## src/rtl/dres_pkg.sv

```systemverilog
// Package: shared constants and types for the DMA result and interrupt unit.
// Assumes a 32-bit register word and a three-bit register group field at the
// top of the word address.
package dres_pkg;

    localparam int WORD_W   = 32;
    localparam int REGION_W = 3;

    // Result word fields
    localparam int RES_VALID = 31;
    localparam int RES_ERR   = 3;
    localparam int RES_FLUSH = 2;
    localparam int RES_DONE  = 1;

    // Status word field
    localparam int STAT_PEND = 1;

    // Channel configuration fields
    localparam int CFG_IRQ_EN   = 6;
    localparam int CFG_FORCE    = 7;
    localparam int CFG_FLRES_EN = 8;
    localparam int CFG_PERM_PROT = 9;
    localparam int CFG_PROT_OFF = 11;

    // Result configuration fields
    localparam int RCFG_IRQ_EN   = 0;
    localparam int RCFG_FLRES_EN = 1;

    localparam logic [WORD_W-1:0] CFG_KEEP  = (WORD_W'(1) << CFG_IRQ_EN)   |
                                              (WORD_W'(1) << CFG_FORCE)    |
                                              (WORD_W'(1) << CFG_FLRES_EN) |
                                              (WORD_W'(1) << CFG_PERM_PROT) |
                                              (WORD_W'(1) << CFG_PROT_OFF);
    localparam logic [WORD_W-1:0] RCFG_KEEP = (WORD_W'(1) << RCFG_IRQ_EN) |
                                              (WORD_W'(1) << RCFG_FLRES_EN);

    typedef enum logic [REGION_W-1:0] {
        RG_RESULT = 3'd0,
        RG_STATUS = 3'd1,
        RG_CONF   = 3'd2,
        RG_RCONF  = 3'd3,
        RG_FLUSH  = 3'd4,
        RG_SOURCE = 3'd5
    } region_e;

    // Builds a result word from its event flags.
    function automatic logic [WORD_W-1:0] make_result(input logic is_flush,
                                                      input logic is_err);
        logic [WORD_W-1:0] w;
        w = '0;
        w[RES_VALID] = 1'b1;
        if (is_flush) begin
            w[RES_FLUSH] = 1'b1;
            w[RES_ERR]   = 1'b1;
        end else begin
            w[RES_DONE] = 1'b1;
            w[RES_ERR]  = is_err;
        end
        return w;
    endfunction

endpackage

```

## src/rtl/dres_slot.sv

```systemverilog
// Module: one channel's result store and configuration.
// Keeps a two-entry result queue, the channel and result configuration words
// and the abort pulse. Assumes pop, write and flush strobes are one cycle wide
// and already decoded for this channel.
module dres_slot
    import dres_pkg::*;
(
    input  logic              clk,
    input  logic              rst_n,
    input  logic              cfg_we,
    input  logic              rcfg_we,
    input  logic              flush_we,
    input  logic              pop,
    input  logic [WORD_W-1:0] wdata,
    input  logic              ev_done,
    input  logic              ev_err,
    output logic [WORD_W-1:0] head_o,
    output logic              pend_o,
    output logic              irq_o,
    output logic [WORD_W-1:0] cfg_o,
    output logic [WORD_W-1:0] rcfg_o,
    output logic              flush_o
);

    logic [1:0]        cnt, cnt_n;
    logic [WORD_W-1:0] q0, q1, q0_n, q1_n;
    logic [WORD_W-1:0] cfg_q, rcfg_q;
    logic              flush_q;
    logic              pop_ok, flush_res, push;
    logic [WORD_W-1:0] new_word;

    // Purpose: next queue state from pop first, then at most one arrival.
    always_comb begin
        pop_ok    = pop && (cnt != 2'd0);
        flush_res = flush_we && cfg_q[CFG_FLRES_EN] && rcfg_q[RCFG_FLRES_EN];
        push      = flush_res || (ev_done && !flush_we);
        new_word  = make_result(flush_res, ev_err);
        q0_n  = q0;
        q1_n  = q1;
        cnt_n = cnt;
        if (pop_ok) begin
            q0_n  = q1;
            cnt_n = cnt - 2'd1;
        end
        if (push) begin
            case (cnt_n)
                2'd0: begin
                    q0_n  = new_word;
                    cnt_n = 2'd1;
                end
                2'd1: begin
                    q1_n  = new_word;
                    cnt_n = 2'd2;
                end
                default: q1_n[RES_ERR] = 1'b1;
            endcase
        end
    end

    // Purpose: queue registers.
    always_ff @(posedge clk) begin
        if (!rst_n) begin
            cnt <= 2'd0;
            q0  <= '0;
            q1  <= '0;
        end else begin
            cnt <= cnt_n;
            q0  <= q0_n;
            q1  <= q1_n;
        end
    end

    // Purpose: configuration words, keeping only defined bits.
    always_ff @(posedge clk) begin
        if (!rst_n) begin
            cfg_q  <= '0;
            rcfg_q <= '0;
        end else begin
            if (cfg_we)  cfg_q  <= wdata & CFG_KEEP;
            if (rcfg_we) rcfg_q <= wdata & RCFG_KEEP;
        end
    end

    // Purpose: one-cycle abort pulse toward the engine.
    always_ff @(posedge clk) begin
        if (!rst_n) flush_q <= 1'b0;
        else        flush_q <= flush_we;
    end

    assign head_o  = (cnt != 2'd0) ? q0 : '0;
    assign pend_o  = (cnt != 2'd0);
    assign irq_o   = pend_o && cfg_q[CFG_IRQ_EN] && rcfg_q[RCFG_IRQ_EN];
    assign cfg_o   = cfg_q;
    assign rcfg_o  = rcfg_q;
    assign flush_o = flush_q;

    AST_POP_LAST_CLEARS: assert property (@(posedge clk) disable iff (!rst_n)
        (cnt == 2'd1 && pop && !ev_done && !flush_we) |=> !pend_o);

    AST_OVERFLOW_MARKS: assert property (@(posedge clk) disable iff (!rst_n)
        (cnt == 2'd2 && !pop && ev_done && !flush_we) |=> (cnt == 2'd2 && q1[RES_ERR]));

endmodule

```

## src/rtl/dres_regbus.sv

```systemverilog
// Module: register decode and registered read-back.
// Splits the word address into group and channel, produces per-channel write,
// flush and pop strobes, and registers read data (zero when no read).
// Assumes NUM_CH fits in the channel field and does not exceed WORD_W.
module dres_regbus
    import dres_pkg::*;
#(
    parameter int NUM_CH = 16,
    parameter int ADDR_W = 7
) (
    input  logic                           clk,
    input  logic                           rst_n,
    input  logic [ADDR_W-1:0]              bus_addr,
    input  logic                           bus_wr,
    input  logic                           bus_rd,
    input  logic [NUM_CH-1:0][WORD_W-1:0]  heads,
    input  logic [NUM_CH-1:0]              pends,
    input  logic [NUM_CH-1:0][WORD_W-1:0]  cfgs,
    input  logic [NUM_CH-1:0][WORD_W-1:0]  rcfgs,
    input  logic [NUM_CH-1:0]              src,
    output logic [NUM_CH-1:0]              cfg_we,
    output logic [NUM_CH-1:0]              rcfg_we,
    output logic [NUM_CH-1:0]              flush_we,
    output logic [NUM_CH-1:0]              pop,
    output logic [WORD_W-1:0]              bus_rdata
);

    localparam int CH_W = ADDR_W - REGION_W;

    logic [REGION_W-1:0] region;
    logic [CH_W-1:0]     chan;
    logic                chan_ok;
    logic [NUM_CH-1:0]   sel;
    logic [WORD_W-1:0]   rd_val, src_word, stat_word;
    logic [WORD_W-1:0]   rdata_q;

    assign region  = bus_addr[ADDR_W-1:CH_W];
    assign chan    = bus_addr[CH_W-1:0];
    assign chan_ok = (int'(chan) < NUM_CH);

    // Purpose: one-hot channel select and per-group strobes.
    always_comb begin
        for (int i = 0; i < NUM_CH; i++) begin
            sel[i]      = chan_ok && (int'(chan) == i);
            cfg_we[i]   = bus_wr && sel[i] && (region == RG_CONF);
            rcfg_we[i]  = bus_wr && sel[i] && (region == RG_RCONF);
            flush_we[i] = bus_wr && sel[i] && (region == RG_FLUSH);
            pop[i]      = bus_rd && sel[i] && (region == RG_RESULT);
        end
    end

    // Purpose: select the read value from the addressed group.
    always_comb begin
        src_word = '0;
        src_word[NUM_CH-1:0] = src;
        stat_word = '0;
        rd_val = '0;
        if (chan_ok) begin
            stat_word[STAT_PEND] = pends[chan];
            case (region)
                RG_RESULT: rd_val = heads[chan];
                RG_STATUS: rd_val = stat_word;
                RG_CONF:   rd_val = cfgs[chan];
                RG_RCONF:  rd_val = rcfgs[chan];
                RG_SOURCE: rd_val = (chan == '0) ? src_word : '0;
                default:   rd_val = '0;
            endcase
        end
    end

    // Purpose: registered read data, zero in cycles without a read.
    always_ff @(posedge clk) begin
        if (!rst_n)      rdata_q <= '0;
        else if (bus_rd) rdata_q <= rd_val;
        else             rdata_q <= '0;
    end

    assign bus_rdata = rdata_q;

    AST_RDATA_IDLE_ZERO: assert property (@(posedge clk) disable iff (!rst_n)
        !$past(bus_rd) |-> (bus_rdata == '0));

endmodule

```

## src/rtl/dres_irq_merge.sv

```systemverilog
// Module: merges per-channel interrupt requests into the source vector and a
// single interrupt line. Purely combinational; assumes requests are already
// gated by both enables inside each channel.
module dres_irq_merge #(
    parameter int NUM_CH = 16
) (
    input  logic [NUM_CH-1:0] chan_req,
    output logic [NUM_CH-1:0] src,
    output logic              irq
);

    // Purpose: source vector and OR reduction.
    always_comb begin
        src = chan_req;
        irq = |chan_req;
    end

endmodule

```

## src/rtl/dma_result_irq_unit.sv

```systemverilog
// Module: top of the DMA channel result and interrupt unit.
// Instantiates one result slot per channel, the register decoder and the
// interrupt merge. Assumes ADDR_W leaves a three-bit group field above the
// channel field.
module dma_result_irq_unit
    import dres_pkg::*;
#(
    parameter int NUM_CH = 16,
    parameter int ADDR_W = $clog2(NUM_CH) + REGION_W
) (
    input  logic               clk,
    input  logic               rst_n,
    input  logic [ADDR_W-1:0]  bus_addr,
    input  logic               bus_wr,
    input  logic               bus_rd,
    input  logic [WORD_W-1:0]  bus_wdata,
    output logic [WORD_W-1:0]  bus_rdata,
    input  logic [NUM_CH-1:0]  eng_done,
    input  logic [NUM_CH-1:0]  eng_err,
    output logic [NUM_CH-1:0]  eng_flush,
    output logic               irq
);

    logic [NUM_CH-1:0][WORD_W-1:0] heads, cfgs, rcfgs;
    logic [NUM_CH-1:0]             pends, reqs, src;
    logic [NUM_CH-1:0]             cfg_we, rcfg_we, flush_we, pop;

    dres_regbus #(.NUM_CH(NUM_CH), .ADDR_W(ADDR_W)) u_regbus (
        .clk       (clk),
        .rst_n     (rst_n),
        .bus_addr  (bus_addr),
        .bus_wr    (bus_wr),
        .bus_rd    (bus_rd),
        .heads     (heads),
        .pends     (pends),
        .cfgs      (cfgs),
        .rcfgs     (rcfgs),
        .src       (src),
        .cfg_we    (cfg_we),
        .rcfg_we   (rcfg_we),
        .flush_we  (flush_we),
        .pop       (pop),
        .bus_rdata (bus_rdata)
    );

    for (genvar g = 0; g < NUM_CH; g++) begin : g_slot
        dres_slot u_slot (
            .clk      (clk),
            .rst_n    (rst_n),
            .cfg_we   (cfg_we[g]),
            .rcfg_we  (rcfg_we[g]),
            .flush_we (flush_we[g]),
            .pop      (pop[g]),
            .wdata    (bus_wdata),
            .ev_done  (eng_done[g]),
            .ev_err   (eng_err[g]),
            .head_o   (heads[g]),
            .pend_o   (pends[g]),
            .irq_o    (reqs[g]),
            .cfg_o    (cfgs[g]),
            .rcfg_o   (rcfgs[g]),
            .flush_o  (eng_flush[g])
        );
    end

    dres_irq_merge #(.NUM_CH(NUM_CH)) u_irq (
        .chan_req (reqs),
        .src      (src),
        .irq      (irq)
    );

    AST_FLUSH_ONEHOT: assert property (@(posedge clk) disable iff (!rst_n)
        $onehot0(eng_flush));

    AST_FLUSH_FROM_WRITE: assert property (@(posedge clk) disable iff (!rst_n)
        (eng_flush != '0) |-> $past(bus_wr && (bus_addr[ADDR_W-1:ADDR_W-REGION_W] == RG_FLUSH)));

    AST_IRQ_NEEDS_PEND: assert property (@(posedge clk) disable iff (!rst_n)
        irq |-> (pends != '0));

endmodule

```

## config.mk

```make
export PLATFORM = sky130hd
export DESIGN_NAME = dma_result_irq_unit
export DESIGN_NICKNAME = d
export VERILOG_FILES = /design/src/rtl/dres_pkg.sv /design/src/rtl/dres_slot.sv /design/src/rtl/dres_regbus.sv /design/src/rtl/dres_irq_merge.sv /design/src/rtl/dma_result_irq_unit.sv
export SDC_FILE = /design/constraint.sdc
export NUM_CORES = 2
export LEC_CHECK = 0
export BUFFER_PORTS_ARGS = -buffer_cell sky130_fd_sc_hd__buf_2
export CORE_MARGIN = 2
export CORE_UTILIZATION = 62
export DETAILED_ROUTE_END_ITERATION = 10
export PLACE_DENSITY = 0.8
export SLEW_MARGIN = 20
export SYNTH_ARGS = -nofsm -noshare
export SYNTH_HDL_FRONTEND = slang
export SYNTH_SLANG_ARGS = --single-unit
```

## constraint.sdc

```tcl
create_clock -name clk -period 9.5 [get_ports clk]
set_clock_uncertainty 0.2 [all_clocks]
set_input_delay 0.95 -clock clk [delete_from_list [all_inputs] [get_ports clk]]
set_output_delay 0.95 -clock clk [all_outputs]
set_load 0.02 [all_outputs]
```

# Yosys cells after proc, flatten, opt, wreduce, memory -nomap -nowiden
# Index checks and enable logic that the tools add are counted.
# totals
word_cells	661
register_bits	768
output_inout_bits	49
in_bits	75
# op_classes
n_bitwise	16
order_cmp	1
n_eq_ne	36
n_addsub	16
n_mux	186
n_reduce_logical	293
# op_table
cell	n
32-bit two-way mux	67
32-bit binary-select mux with 4-bit select	3
1-bit logical AND	192
32-bit one-hot mux with 5 select lines	1
2-bit AND reduction	33
2-bit two-way mux	32
2-bit one-hot mux with 2 select lines	16
1-bit two-way mux	49
2-bit by 1-bit == test with 1-bit output, second input constant	16
4-bit == test, second input constant	8
2-bit zero test	16
1-bit one-hot mux with 2 select lines	16
2-bit nonzero test	16
2-bit by 1-bit subtractor with 2-bit output, second input constant	16
4-bit by 3-bit == test with 1-bit output, second input constant	4
1-bit zero test	16
1-bit logical OR	16
16-bit two-way mux	1
1-bit inverter	16
16-bit OR reduction	1
4-bit by 2-bit == test with 1-bit output, second input constant	2
4-bit zero test	2
3-bit by 2-bit == test with 1-bit output, second input constant	2
3-bit == test, second input constant	2
5 further kinds	5

# Depth between registers and ports, before layout
# depth
word_depth	8
mapped_depth	12

# By module
# A second synthesis with hierarchy kept.
# hier_totals
cells_unflattened	4721
hier_area_um2	49525.0
# modules_own_cells
module	instances	cells_per_inst	area_each_um2
dres_slot (g_slot[0].u_slot ...)	9	238	2240.9
dres_slot (g_slot[3].u_slot ...)	7	237	2277.2
dres_regbus	1	899	13265.2
dres_irq_merge	1	21	151.4

# Least setup slack after synthesis
# Ideal clock, no wire load.
# synth_path
kind	in2reg
start	input port bus_addr[6]
end	register g_slot[15].u_slot.q0[10]
stages	12
setup_slack_ns	5.665
t_arrival_ns	3.576
path_cell_list	buf_6 -> or4b_4 -> buf_6 -> buf_6 -> nor4_4 -> nor2_1 -> a21oi_1 -> inv_1 -> ha_1 -> a211oi_4 -> buf_2 -> and2_1
# synth_between
elab_chain_len	7
# synth_rtl
element	line_no	source
start: declaration	dma_result_irq_unit.sv:13	input logic [ADDR_W-1:0] bus_addr,
3-bit zero test	dres_regbus.sv:48	pop[i] = bus_rd && sel[i] && (region == RG_RESULT);
1-bit logical AND	dres_regbus.sv:48	
1-bit logical AND	dres_slot.sv:34	pop_ok = pop && (cnt != 2'd0);
2-bit two-way mux	dres_slot.sv:41	if (pop_ok) begin
2-bit zero test	dres_slot.sv:46	case (cnt_n)
32-bit two-way mux	dres_slot.sv:46	
32-bit two-way mux (*)	dres_slot.sv:45	if (push) begin
end signal: assignment	dres_slot.sv:68	q0 <= q0_n;
end: declaration	dres_slot.sv:26	logic [WORD_W-1:0] q0, q1, q0_n, q1_n;
# Every way passes the cells marked *; elsewhere a longest branch is shown, timed or not.
# A chain may end at the register's enable or synchronous reset.

# Worst setup path in the final report
# layout_path
start	input port bus_addr[0]
end	register g_slot[15].u_slot.q0[9]
# layout_between
elab_chain_len	8
# layout_rtl
element	line_no	source
4-bit by 1-bit == test with 1-bit output (*)	dres_regbus.sv:44	sel[i] = chan_ok && (int'(chan) == i);
1-bit logical AND (2 in a row)	dres_regbus.sv:48	
1-bit logical AND	dres_slot.sv:34	
2-bit two-way mux	dres_slot.sv:41	
2-bit zero test	dres_slot.sv:46	
32-bit two-way mux	dres_slot.sv:46	
32-bit two-way mux (*)	dres_slot.sv:45	
# Marked as above.

==> impl_metrics.toml <==
[outcome]
outcome = "finished, final reports clean"

[die]
die_h_um = 231
fp.dieW_um = 231
start_util_pct = 62.5
coreArea_um2 = 51200
row_count = 83
io_pins = 124
dieArea_um2 = 53400

[clock_network]
root_buffer = "clkbuf_16"
cts.sinks = 768
clock_path_buffers = 3
postCtsSetupBuffers = 0
cts_hold_repair.buffers = 0
cts_buffers = 78
tritoncts = "done"
cts-htree-levels = 3
clkTransAtPathRegs_ps = 60
ctsResizeCount = 0
clock_latency_ps = 630

[grt]
overflow = 0
grt_pass1_wl_um = 141000
grt_max_degree = 119
antenna_found_initial = 5
grt_pass1_vias = 24601
grt_usage_pct = 33.8

[sta]
fin_hold_ws_ps = 251
fin_tns_setup_ps = 0
timing.final.crit_share_pct = 49.8
max_freq_mhz = 212
finalCriticalPeriod_ps = 4730
rsz0062_at_grt = "no"
hold_viol = 0
worst_pin_slew_ps = 1180
relSlewSlack_pct = 20.8
final_max_slew_viol_count = 0
setup_viol = 0

[synth]
avgSynthCellArea_um2 = 10.0
synth_top_area_cell = "dfxtp_1"
syn_inst = 3190
ys_ff_latch = 768
synth.top_cell.area_share_pct = 48.1
syn-num-nets = 3329
ys_types = 72
async_flop_share_pct = 0
ys.warnings.count = 0
syn_area_um2 = 32000
ys_seq_area_share_pct = 48.1
synth_edf_count = 0
synth_area_leaders = "dfxtp_1 (48%), and2_1 (8.9%), mux2i_1 (7.2%), a221oi_1 (4.7%), a21oi_1 (2.9%)"
ys.flop_type = "dfxtp_1"

[place]
io_buffers = 98
dp_hpwl_um = 60300
finalWeightedCongestion = 0.990

[worst_setup_path]
r2r-end = "g_slot[15].u_slot.q0[9]"
worstPathArrival_ps = 5090
critPathCapture = "g_slot[15].u_slot.q0[9]"
end_kind = "register"
slowest_delay_ps = 940
crit_start = "bus_addr[0]"
criticalPathCategory = "input pin to register"
reg2reg_depth = 9
crit_slowest_cell = "a211oi_4"
cp_cell_sequence = "clkbuf_8 > buf_4 > nand2_1 > nor4_4 > nor2_1 > a21oi_1 > inv_1 > ha_1 > a211oi_4 > and2_1"
path_max_fanout = 36
rr_startpoint = "g_slot[15].u_slot.cnt[0]"
r2r_slack_ps = 5790
worstSetupStartpointType = "input pin"
crit_required_ps = 9860

[power_and_ir_drop]
seqPwrFrac_pct = 45.9
clkPwrFrac_pct = 45.1
peakVddDrop_mv = 0.160
p_sw_share_pct = 24.6
report.power.total_uw = 7230
p_comb_share_pct = 9.1
leakagePower_uw = 0.0144
power.internal_uw = 5450
power_density_nw_per_um2 = 205
p_sw_uw = 1780

[drt]
vias = 24946
dr.pass1.iters = 8
drt_iter0_drc = 2543
ant_nets = 0
wl_per_cell_um = 23.6
viasPerCell = 6.42
drc = 0
wl_um = 91700

[layout]
drive_gt1_share_pct = 11.2
diodes = 0
fillCellCount = 3765
fin_util_pct = 69.0
fin_nets = 3292
syn2layout_area_growth_pct = 10.4

[worst_hold_path]
worstHoldPathType = "register to register"

[job]
max_cap_violations = 0
==> per-layer routing <==
| layer | track usage (%) | wire [µm] | vias up |
|---|---|---|---|
| met1 | 43.5 | 36800 | 12088 |
| met3 | 7.95 | 8400 | 309 |
| met2 | 52.4 | 41100 | 1277 |
| met5 | 0 | 12 | - |
| li1 | - | - | 11270 |
| met4 | 19.1 | 5470 | 2 |
==> cell type report <==
cell class | instances | area [µm²] | area share (%)
Tap cell | 680 | 851 | 2.41
Clock buffer | 105 | 2190 | 6.21
Multi-Input combinational cell | 2091 | 15300 | 43.2
Inverter | 76 | 297 | 0.839
Clock inverter | 30 | 522 | 1.48
Sequential cell | 768 | 15400 | 43.5
Timing Repair Buffer | 138 | 821 | 2.32
==> power groups by stage <==
| stage | clock network [µW] | logic, µW | registers [µW] |
|---|---|---|---|
| finish | 3260 | 655 | 3310 |
| CTS | 3280 | 635 | 3310 |
| detailed placement | 0 | 630 | 3380 |
| global placement | 0 | 610 | 3380 |
| floorplan | 0 | 424 | 3370 |
| global route | 3400 | 695 | 3320 |
==> critical path, delay by kind of cell <==
kind            cells  cell delay (ps)
fa+ha+maj           1              250
compound gates      2             1150
simple gates        4             1670
buf+inv             3              960
==> flip-flops by register name, indices dropped and copies added (netlist names) <==
signal	count
g_slot.u_slot.q0	512
g_slot.u_slot.cfg_o	80
g_slot.u_slot.q1	64
g_slot.u_slot.cnt	32
g_slot.u_slot.rcfg_o	32
u_regbus.bus_rdata	32
g_slot.u_slot.flush_o	16
==> worst min path at each step <==
stage	startpoint	endpoint	slack [ps]	cells after the start
3_5_place_dp	g_slot[12].u_slot.q0[6]	g_slot[12].u_slot.q0[6]	240	1
3_3_place_gp	g_slot[15].u_slot.q0[0]	g_slot[15].u_slot.q0[0]	230	1
6_report	g_slot[12].u_slot.q0[7]	g_slot[12].u_slot.q0[7]	250	1
5_1_grt	g_slot[12].u_slot.q0[6]	g_slot[12].u_slot.q0[6]	260	1
4_1_cts	g_slot[14].u_slot.q0[4]	g_slot[14].u_slot.q0[4]	250	1
2_1_floorplan	g_slot[0].u_slot.q0[14]	g_slot[0].u_slot.q0[14]	220	1
==> per-stage QoR <==
stage               cell area [µm²]  cells  setup slack, ps
finish                        35300   3888             4770
global route                  35300   3888             4650
CTS                           35300   3887             4930
detailed placement            32600   3752             4310
global placement              32600   3752             4330
floorplan                     32000   3190             5670
==> cells by family after synthesis <==
kind of cell | share of synthesized area (%)
xor gates and xnor gates | 0.532
adders and majority gates | 2.50
AOI/OAI and AO/OA | 15.4
and+or+nand+nor | 19.1
DFF | 48.1
muxes | 10.1
buffers and inverters | 4.39
==> cell usage in the layout (no fill, tap or decap), types with 38 or more instances in the layout <==
cell and instances:
a221oi_1 170, buf_2 95, nor2_1 171, o21ai_0 44
and2_1 453, clkbuf_16 78, nor3_1 61, a21oi_1 183
inv_1 70, nand3_1 38, buf_4 40, mux4_2 39
nand2_1 155, dfxtp_1 768, ha_1 64, mux2i_1 229
==> Yosys cell counts (26+ instances only) <==
master / n
mux4_2: 39
nor2b_1: 39
clkbuf_1: 150
nor3_1: 61
buf_1: 32
mux2i_1: 229
a221oi_1: 170
o211a_1: 37
nor2_1: 171
ha_1: 64
o21ai_0: 44
o21a_1: 32
inv_1: 72
a21oi_1: 183
and2_1: 453
nand2_1: 155
dfxtp_1: 768
a211o_1: 26
a211oi_1: 37
buf_2: 47
nand3_1: 38
Note: power is estimated with default switching activity, not from simulation.
